<file path="src/rtl/cme_pkg.sv">
package cme_pkg;

  typedef enum logic [2:0] {
    ST_IDLE   = 3'd0,
    ST_FINV   = 3'd1,
    ST_WALK   = 3'd2,
    ST_WBWAIT = 3'd3,
    ST_WBUPD  = 3'd4
  } cme_state_e;

  localparam logic [2:0] CODE_NOP   = 3'b000;
  localparam logic [2:0] CODE_CLEAN = 3'b001;
  localparam logic [2:0] CODE_INV   = 3'b010;
  localparam logic [2:0] CODE_BOTH  = 3'b011;

  function automatic logic code_is_cmd(input logic [2:0] c);
    return (c == CODE_CLEAN) || (c == CODE_INV) || (c == CODE_BOTH);
  endfunction

endpackage

</file>
<file path="src/rtl/cme_range_match.sv">
module cme_range_match #(
  parameter int LA_W = 28
) (
  input  logic [LA_W-1:0] lo_i,
  input  logic [LA_W-1:0] hi_i,
  input  logic [LA_W-1:0] line_i,
  output logic            in_rng_o
);

  logic ge_lo;
  logic le_hi;

  always_comb begin
    ge_lo    = (line_i >= lo_i);
    le_hi    = (line_i <= hi_i);
    in_rng_o = ge_lo && le_hi;
  end

endmodule

</file>
<file path="src/rtl/cme_walk_ctrl.sv">
module cme_walk_ctrl
  import cme_pkg::*;
#(
  parameter int SET_W = 7,
  parameter int WAY_W = 1,
  parameter int TAG_W = 21
) (
  input  logic             clk,
  input  logic             rst_n,
  input  logic             en_i,
  input  logic             start_i,
  input  logic             finv_i,
  input  logic             code_ok_i,
  input  logic             do_clean_i,
  input  logic             do_inv_i,
  input  logic             tag_busy_i,
  input  logic             rd_valid_i,
  input  logic             rd_dirty_i,
  input  logic             rd_priv_i,
  input  logic [TAG_W-1:0] rd_tag_i,
  input  logic             in_rng_i,
  input  logic             wb_done_i,
  output logic             tag_acc_o,
  output logic             tag_inv_o,
  output logic             tag_cln_o,
  output logic [SET_W-1:0] tag_set_o,
  output logic [WAY_W-1:0] tag_way_o,
  output logic             wb_req_o,
  output logic [TAG_W-1:0] wb_tag_o,
  output logic             wb_priv_o,
  output logic             full_busy_o,
  output logic             cmd_busy_o,
  output logic             fend_o,
  output logic             cend_o
);

  localparam int IDX_W = SET_W + WAY_W;

  cme_state_e       st_q, st_d;
  logic [IDX_W-1:0] cnt_q, cnt_d;
  logic             cnt_en, cnt_clr;
  logic [TAG_W-1:0] wtag_q;
  logic             wpriv_q;
  logic             wlat_en;
  logic             last, hit, need_wb, idle, finv_ok, start_ok;

  always_comb begin
    idle     = (st_q == ST_IDLE);
    last     = (cnt_q == {IDX_W{1'b1}});
    hit      = rd_valid_i && in_rng_i;
    need_wb  = hit && do_clean_i && rd_dirty_i;
    finv_ok  = finv_i && en_i && idle;
    start_ok = start_i && en_i && idle && code_ok_i && !finv_ok;
  end

  always_comb begin
    st_d      = st_q;
    cnt_en    = 1'b0;
    cnt_clr   = 1'b0;
    wlat_en   = 1'b0;
    tag_acc_o = 1'b0;
    tag_inv_o = 1'b0;
    tag_cln_o = 1'b0;
    fend_o    = 1'b0;
    cend_o    = 1'b0;
    case (st_q)
      ST_IDLE: begin
        if (finv_ok) begin
          st_d    = ST_FINV;
          cnt_clr = 1'b1;
        end else if (start_ok) begin
          st_d    = ST_WALK;
          cnt_clr = 1'b1;
        end
      end
      ST_FINV: begin
        tag_acc_o = 1'b1;
        tag_inv_o = 1'b1;
        cnt_en    = 1'b1;
        if (last) begin
          st_d   = ST_IDLE;
          fend_o = 1'b1;
        end
      end
      ST_WALK: begin
        if (!tag_busy_i) begin
          tag_acc_o = 1'b1;
          if (need_wb) begin
            st_d    = ST_WBWAIT;
            wlat_en = 1'b1;
          end else begin
            tag_inv_o = hit && do_inv_i;
            cnt_en    = 1'b1;
            if (last) begin
              st_d   = ST_IDLE;
              cend_o = 1'b1;
            end
          end
        end
      end
      ST_WBWAIT: begin
        if (wb_done_i) st_d = ST_WBUPD;
      end
      ST_WBUPD: begin
        if (!tag_busy_i) begin
          tag_acc_o = 1'b1;
          tag_cln_o = 1'b1;
          tag_inv_o = do_inv_i;
          cnt_en    = 1'b1;
          if (last) begin
            st_d   = ST_IDLE;
            cend_o = 1'b1;
          end else begin
            st_d = ST_WALK;
          end
        end
      end
      default: st_d = ST_IDLE;
    endcase
    cnt_d = cnt_clr ? '0 : cnt_q + IDX_W'(1);
  end

  always_ff @(posedge clk or negedge rst_n) begin
    if (!rst_n) begin
      st_q  <= ST_FINV;
      cnt_q <= '0;
    end else begin
      st_q <= st_d;
      if (cnt_en || cnt_clr) cnt_q <= cnt_d;
    end
  end

  always_ff @(posedge clk or negedge rst_n) begin
    if (!rst_n) begin
      wtag_q  <= '0;
      wpriv_q <= 1'b0;
    end else if (wlat_en) begin
      wtag_q  <= rd_tag_i;
      wpriv_q <= rd_priv_i;
    end
  end

  assign tag_set_o   = cnt_q[IDX_W-1:WAY_W];
  assign tag_way_o   = cnt_q[WAY_W-1:0];
  assign wb_req_o    = (st_q == ST_WBWAIT);
  assign wb_tag_o    = wtag_q;
  assign wb_priv_o   = wpriv_q;
  assign full_busy_o = (st_q == ST_FINV);
  assign cmd_busy_o  = (st_q == ST_WALK) || (st_q == ST_WBWAIT) || (st_q == ST_WBUPD);

  // a pending write-back is held until it completes
  assert_wb_hold_R13: assert property (@(posedge clk) disable iff (!rst_n)
    (wb_req_o && !wb_done_i) |=> wb_req_o);

  // no tag access while the write-back is outstanding
  assert_no_acc_wait_R13: assert property (@(posedge clk) disable iff (!rst_n)
    wb_req_o |-> !tag_acc_o);

  // full invalidate and range walk are exclusive
  assert_busy_excl_R9: assert property (@(posedge clk) disable iff (!rst_n)
    !(full_busy_o && cmd_busy_o));

  // a range command only begins after an enabled start pulse
  assert_start_gate_R2: assert property (@(posedge clk) disable iff (!rst_n)
    $rose(cmd_busy_o) |-> $past(start_i && en_i && code_ok_i));

endmodule

</file>
<file path="src/rtl/cme_status.sv">
module cme_status (
  input  logic       clk,
  input  logic       rst_n,
  input  logic       code_wr_i,
  input  logic [2:0] code_wdata_i,
  input  logic       cmd_busy_i,
  input  logic       fend_set_i,
  input  logic       cend_set_i,
  input  logic       err_set_i,
  input  logic       clr_err_i,
  input  logic       clr_fend_i,
  input  logic       clr_cend_i,
  input  logic       ie_err_i,
  input  logic       ie_fend_i,
  input  logic       ie_cend_i,
  output logic [2:0] code_o,
  output logic       full_end_o,
  output logic       cmd_end_o,
  output logic       err_o,
  output logic       irq_o
);

  logic [2:0] code_q;
  logic       fend_q, fend_d;
  logic       cend_q, cend_d;
  logic       err_q, err_d;
  logic       code_en;

  always_comb begin
    code_en = code_wr_i && !cmd_busy_i;
    fend_d  = fend_set_i || (fend_q && !clr_fend_i);
    cend_d  = cend_set_i || (cend_q && !clr_cend_i);
    err_d   = err_set_i  || (err_q  && !clr_err_i);
  end

  always_ff @(posedge clk or negedge rst_n) begin
    if (!rst_n) begin
      code_q <= 3'b000;
      fend_q <= 1'b0;
      cend_q <= 1'b0;
      err_q  <= 1'b0;
    end else begin
      if (code_en) code_q <= code_wdata_i;
      fend_q <= fend_d;
      cend_q <= cend_d;
      err_q  <= err_d;
    end
  end

  assign code_o     = code_q;
  assign full_end_o = fend_q;
  assign cmd_end_o  = cend_q;
  assign err_o      = err_q;
  assign irq_o      = (err_q && ie_err_i) || (fend_q && ie_fend_i) || (cend_q && ie_cend_i);

  // the code register holds while a range command was busy
  assert_code_hold_R12: assert property (@(posedge clk) disable iff (!rst_n)
    $past(cmd_busy_i) |-> (code_q == $past(code_q)));

endmodule

</file>
<file path="src/rtl/cmaint_engine.sv">
module cmaint_engine
  import cme_pkg::*;
#(
  parameter int ADDR_W     = 32,
  parameter int LINE_BYTES = 16,
  parameter int NUM_SETS   = 128,
  parameter int NUM_WAYS   = 2,
  localparam int OFF_W     = $clog2(LINE_BYTES),
  localparam int SET_W     = $clog2(NUM_SETS),
  localparam int WAY_W     = $clog2(NUM_WAYS),
  localparam int LA_W      = ADDR_W - OFF_W,
  localparam int TAG_W     = LA_W - SET_W
) (
  input  logic             clk,
  input  logic             rst_n,
  input  logic             en_i,
  input  logic             code_wr_i,
  input  logic [2:0]       code_wdata_i,
  input  logic             start_i,
  input  logic             finv_i,
  input  logic [LA_W-1:0]  rng_lo_i,
  input  logic [LA_W-1:0]  rng_hi_i,
  input  logic             tag_busy_i,
  input  logic             tag_rd_valid_i,
  input  logic             tag_rd_dirty_i,
  input  logic             tag_rd_priv_i,
  input  logic [TAG_W-1:0] tag_rd_tag_i,
  output logic             tag_acc_o,
  output logic [SET_W-1:0] tag_set_o,
  output logic [WAY_W-1:0] tag_way_o,
  output logic             tag_inv_o,
  output logic             tag_cln_o,
  output logic             wb_req_o,
  output logic [ADDR_W-1:0] wb_addr_o,
  output logic [WAY_W-1:0] wb_way_o,
  output logic             wb_priv_o,
  input  logic             wb_done_i,
  input  logic             wb_err_i,
  input  logic             evict_err_i,
  input  logic             clr_err_i,
  input  logic             clr_fend_i,
  input  logic             clr_cend_i,
  input  logic             ie_err_i,
  input  logic             ie_fend_i,
  input  logic             ie_cend_i,
  output logic [2:0]       code_o,
  output logic             full_busy_o,
  output logic             full_end_o,
  output logic             cmd_busy_o,
  output logic             cmd_end_o,
  output logic             err_o,
  output logic             irq_o
);

  logic [1:0]       rst_sync_q;
  logic             rst_int_n;
  logic [LA_W-1:0]  line_addr;
  logic             in_rng;
  logic [TAG_W-1:0] wb_tag;
  logic             fend_set, cend_set, err_set;
  logic [2:0]       code_q;

  always_ff @(posedge clk or negedge rst_n) begin
    if (!rst_n) rst_sync_q <= 2'b00;
    else        rst_sync_q <= {rst_sync_q[0], 1'b1};
  end
  assign rst_int_n = rst_sync_q[1];

  assign line_addr = {tag_rd_tag_i, tag_set_o};

  cme_range_match #(.LA_W(LA_W)) u_match (
    .lo_i     (rng_lo_i),
    .hi_i     (rng_hi_i),
    .line_i   (line_addr),
    .in_rng_o (in_rng)
  );

  cme_walk_ctrl #(.SET_W(SET_W), .WAY_W(WAY_W), .TAG_W(TAG_W)) u_ctrl (
    .clk         (clk),
    .rst_n       (rst_int_n),
    .en_i        (en_i),
    .start_i     (start_i),
    .finv_i      (finv_i),
    .code_ok_i   (code_is_cmd(code_q)),
    .do_clean_i  (code_q[0]),
    .do_inv_i    (code_q[1]),
    .tag_busy_i  (tag_busy_i),
    .rd_valid_i  (tag_rd_valid_i),
    .rd_dirty_i  (tag_rd_dirty_i),
    .rd_priv_i   (tag_rd_priv_i),
    .rd_tag_i    (tag_rd_tag_i),
    .in_rng_i    (in_rng),
    .wb_done_i   (wb_done_i),
    .tag_acc_o   (tag_acc_o),
    .tag_inv_o   (tag_inv_o),
    .tag_cln_o   (tag_cln_o),
    .tag_set_o   (tag_set_o),
    .tag_way_o   (tag_way_o),
    .wb_req_o    (wb_req_o),
    .wb_tag_o    (wb_tag),
    .wb_priv_o   (wb_priv_o),
    .full_busy_o (full_busy_o),
    .cmd_busy_o  (cmd_busy_o),
    .fend_o      (fend_set),
    .cend_o      (cend_set)
  );

  assign err_set = (wb_req_o && wb_done_i && wb_err_i) || evict_err_i;

  cme_status u_status (
    .clk          (clk),
    .rst_n        (rst_int_n),
    .code_wr_i    (code_wr_i),
    .code_wdata_i (code_wdata_i),
    .cmd_busy_i   (cmd_busy_o),
    .fend_set_i   (fend_set),
    .cend_set_i   (cend_set),
    .err_set_i    (err_set),
    .clr_err_i    (clr_err_i),
    .clr_fend_i   (clr_fend_i),
    .clr_cend_i   (clr_cend_i),
    .ie_err_i     (ie_err_i),
    .ie_fend_i    (ie_fend_i),
    .ie_cend_i    (ie_cend_i),
    .code_o       (code_q),
    .full_end_o   (full_end_o),
    .cmd_end_o    (cmd_end_o),
    .err_o        (err_o),
    .irq_o        (irq_o)
  );

  assign code_o    = code_q;
  assign wb_addr_o = {wb_tag, tag_set_o, {OFF_W{1'b0}}};
  assign wb_way_o  = tag_way_o;

  // end of a full invalidate raises its end flag in the same cycle
  assert_fend_on_fall_R1: assert property (@(posedge clk) disable iff (!rst_int_n)
    $fell(full_busy_o) |-> full_end_o);

  // end of a range walk raises the command end flag in the same cycle
  assert_cend_on_fall_R8: assert property (@(posedge clk) disable iff (!rst_int_n)
    $fell(cmd_busy_o) |-> cmd_end_o);

endmodule

</file>
<file path="config.mk">
export PLATFORM = sky130hd
export DESIGN_NAME = cmaint_engine
export DESIGN_NICKNAME = d
export VERILOG_FILES = /design/src/rtl/cme_pkg.sv /design/src/rtl/cme_range_match.sv /design/src/rtl/cme_walk_ctrl.sv /design/src/rtl/cme_status.sv /design/src/rtl/cmaint_engine.sv
export SDC_FILE = /design/constraint.sdc
export NUM_CORES = 1
export LEC_CHECK = 0
export ABC_CLOCK_PERIOD_IN_PS = 6400
export BUFFER_PORTS_ARGS = -buffer_cell sky130_fd_sc_hd__buf_4
export CAP_MARGIN = 20
export CORE_ASPECT_RATIO = 1.1
export CORE_UTILIZATION = 50
export DETAILED_ROUTE_END_ITERATION = 10
export HOLD_SLACK_MARGIN = 0.1
export PLACE_DENSITY = 0.83
export RECOVER_POWER = 25
export SYNTH_ARGS = -nofsm -noshare
export SYNTH_HDL_FRONTEND = slang
export SYNTH_SLANG_ARGS = --single-unit
</file>
<file path="constraint.sdc">
create_clock -name clk -period 6.4 [get_ports clk]
set_clock_uncertainty 0.2 [all_clocks]
set_input_delay 0.32 -clock clk [delete_from_list [all_inputs] [get_ports clk]]
set_output_delay 0.32 -clock clk [all_outputs]
set_load 0.01 [all_outputs]
</file>
==> metrics.cfg <==
[global_routing]
grt_pass1_wl_um = 16700
grt-ovfl-total = 0
grt_max_degree = 40
grt_pass1_vias = 3630
antenna_found_initial = 0
grt_use_total_pct = 27.3

[clocking]
tritoncts = built
insertion_delay_ns = 0.30
clock-root-buffer = clkbuf_8
post_cts_buffers = 0
clk_pin_slew_ns = 0.08
h-tree-depth = 2
clock_sinks = 41
cts_buffers = 5
clock_path_buffers = 2
cts_hold_buf = 30
cts_resized = 0

[drt]
firstDrtPassIters = 4
post-route-drc-count = 0
num_vias = 3561
wl_per_cell_um = 15.9
vias_per_cell = 5.50
routed_wl_um = 10300
postRouteAntennaNets = 0
drt_iter0_drc = 140

[placement]
place.detailed.hpwl_um = 7780
place_congestion = 0.872
port_buffers = 149
dp_cells = 610

[sta]
fin_crit_sh_pct = 56.1
fin_setup_tns_ns = 0
slew_headroom_pct = -11.9
rsz0062_at_grt = no
setup_violations = 0
worst_pin_slew_ns = 1.68
holdWs_ns = 0.110
final_hold_viol_count = 0
fmaxAchievable_ghz = 0.279
min_period_ns = 3.59
maxSlewViolCount = 40

[synthesis]
yosysTopAreaCellShare_pct = 27.7
synth_top_flop_cell = dfrtp_1
syn-cell-area_um2 = 3610
synth_top_area_cell = dfrtp_1
async_reset_ff_share_pct = 100
ys.warnings.count = 0
ys_types = 52
synth_area_leaders = dfrtp_1 28%, ha_1 20%, mux2_4 8.3%, inv_1 6.8%, a21oi_1 3.5%
ys_seq_area_share_pct = 28.4
synth-compound-area-share_pct = 13.5
synth_top_family_by_area = adder cells
synth-edff-count = 0
synth_fa_ha_area_share_pct = 19.8
synth-simple-area-share_pct = 14.8
synth-seq-cells = 41
yosys.area_share.xor_xnor_pct = 0
synthMuxAreaShare_pct = 12.6
synthCells = 391
synth.avg_cell_area_um2 = 9.24

[pwr]
p_per_area_nw_per_um2 = 287
p_leak_nw = 2.80
irDropWorstVdd_mv = 0.195
totalPowerFinal_mw = 1.47

[floorplanning]
initial_core_util_pct = 51.5
fp.coreArea_um2 = 7010
fp.dieH_um = 91.1
io_pins = 154
dieWidth_um = 83.0
die_area_um2 = 7570
fp-row-count = 32

[worst_hold_path]
worstHoldEndpoint = u_ctrl.st_q[2]$_DFFE_PN0P_
hold_class = in2reg
hold_start = tag_busy_i
hold_depth = 3

[status]
failed_checks = max-capacitance violations, max-slew violations
status = complete, but fails checks

[worst_setup_path]
end_kind = primary output
critPathLaunchType = input port
required_ns = 5.88
worstReg2RegEnd = u_ctrl.wb_tag_o[20]$_DFFE_PN0P_
r2r-start = u_ctrl.cnt_q[2]$_DFFE_PN0P_
crit_type = in2out
critPathMaxFanout = 4
critPathArrivalTime_ns = 3.07
r2r_setup_slack_ns = 3.24
rr_worst_depth = 9

[layout]
fin_util_pct = 73.2
antenna_cells = 0
drive_gt1_share_pct = 33.6
stdcell_count = 648
area_growth_pct = 42.0
nNetsFinal = 718

[flow_run]
max_cap_violations = 1

placed cells by master, fill, tap and decap left out, drive strengths merged, types with 2 or more instances in the layout:
master	count
a21oi	25
ha	57
nor3	12
a221oi	2
nand2b	3
o211ai	5
nand3	14
o21ai	11
and3	2
mux2	25
buf	149
nand4	15
mux2i	10
nor2	15
a211o	3
a31oi	4
dfrtp	40
a21o	3
inv	65
conb	5
a211oi	5
nand2	27
o2bb2ai	2
dlygate4sd3	30
o31ai	3
clkbuf	8
nor4	4
nor2b	3
logic make-up (layout without fill, tap and decap cells):
| group | after synthesis | in the layout |
|---|---|---|
| buffers and inverters | 84 | 253 |
| flip-flops | 41 | 41 |
| multiplexers | 35 | 35 |
| other | 2 | 5 |
| AO/OA/AOI/OAI | 72 | 72 |
| adder cells (fa/ha/maj) | 57 | 57 |
| AND/OR/NAND/NOR | 100 | 100 |
synth_stat cells, drive strengths merged, types with 4 or more instances:
cell and n:
inv 65, ha 57, dfrtp 40, nand2 27, a21oi 25, mux2 25, buf 17, nand4 15
nor2 15, nand3 14, nor3 12, o21ai 11, mux2i 10, a211oi 5, o211ai 5, a31oi 4
nor4 4
stage by stage:
step	setup slack, ns	area (um2)
3_3_place_gp	3.29	4720
5_1_grt	2.68	5130
2_1_floorplan	3.63	3620
3_5_place_dp	3.24	4720
6_report	2.81	5130
4_1_cts	2.84	5130
report_power, final:
| group | internal [mW] | total [mW] | switching [mW] |
|---|---|---|---|
| registers | 0.368 | 0.501 | 0.133 |
| clock network | 0.127 | 0.222 | 0.0951 |
| logic | 0.425 | 0.750 | 0.325 |
| total | 0.920 | 1.47 | 0.553 |
registers in the layout (all words and copies together) (netlist names):
register / flops
rst_sync_q: 2
u_ctrl.cnt_q: 8
u_ctrl.st_q: 3
u_ctrl.wb_priv_o: 1
u_ctrl.wb_tag_o: 21
u_status.cmd_end_o: 1
u_status.code_o: 3
u_status.err_o: 1
u_status.full_end_o: 1
layer usage:
metal / global-route usage [%] / part of all wire, % / vias up / wire length (um)
li1: - / - / 1714 / -
met1: 30.9 / 39 / 1672 / 3980
met2: 52.7 / 54 / 153 / 5540
met3: 4.00 / 5.2 / 22 / 538
met4: 7.47 / 2.0 / 0 / 209
met5: 0 / 0 / - / 0
area by class of cell:
class	count	area, um2
Clock buffer	7	86.3
Clock inverter	1	30.0
Fill cell	526	1880
Inverter	65	244
Multi-Input combinational cell	269	2210
Sequential cell	41	1030
Tap cell	85	106
Timing Repair Buffer	180	1420
how the worst max path moves through the flow:
stage,startpoint,to,slack (ns)
after floorplan,u_ctrl.cnt_q[1]$_DFFE_PN0P_,u_ctrl.wb_tag_o[0]$_DFFE_PN0P_,3.63
after global placement,tag_rd_tag_i[15],u_ctrl.wb_tag_o[20]$_DFFE_PN0P_,3.29
after detailed placement,tag_rd_tag_i[15],u_ctrl.wb_priv_o$_DFFE_PN0P_,3.24
after CTS,tag_rd_tag_i[18],tag_inv_o,2.84
after global routing,tag_rd_tag_i[19],tag_inv_o,2.68
final,tag_rd_tag_i[18],tag_inv_o,2.81
worst max-delay path, cell delays in order:
cell and delay [ns]:
dlygate4sd3_1 0.54, buf_4 0.15, ha_1 0.30, nand4_1 0.20, nor3_2 0.31, nand2_1 0.12, a211oi_1 0.58, nor3_1 0.11
a211o_1 0.30, buf_4 0.14
Note: power is estimated with default switching activity, not from simulation.
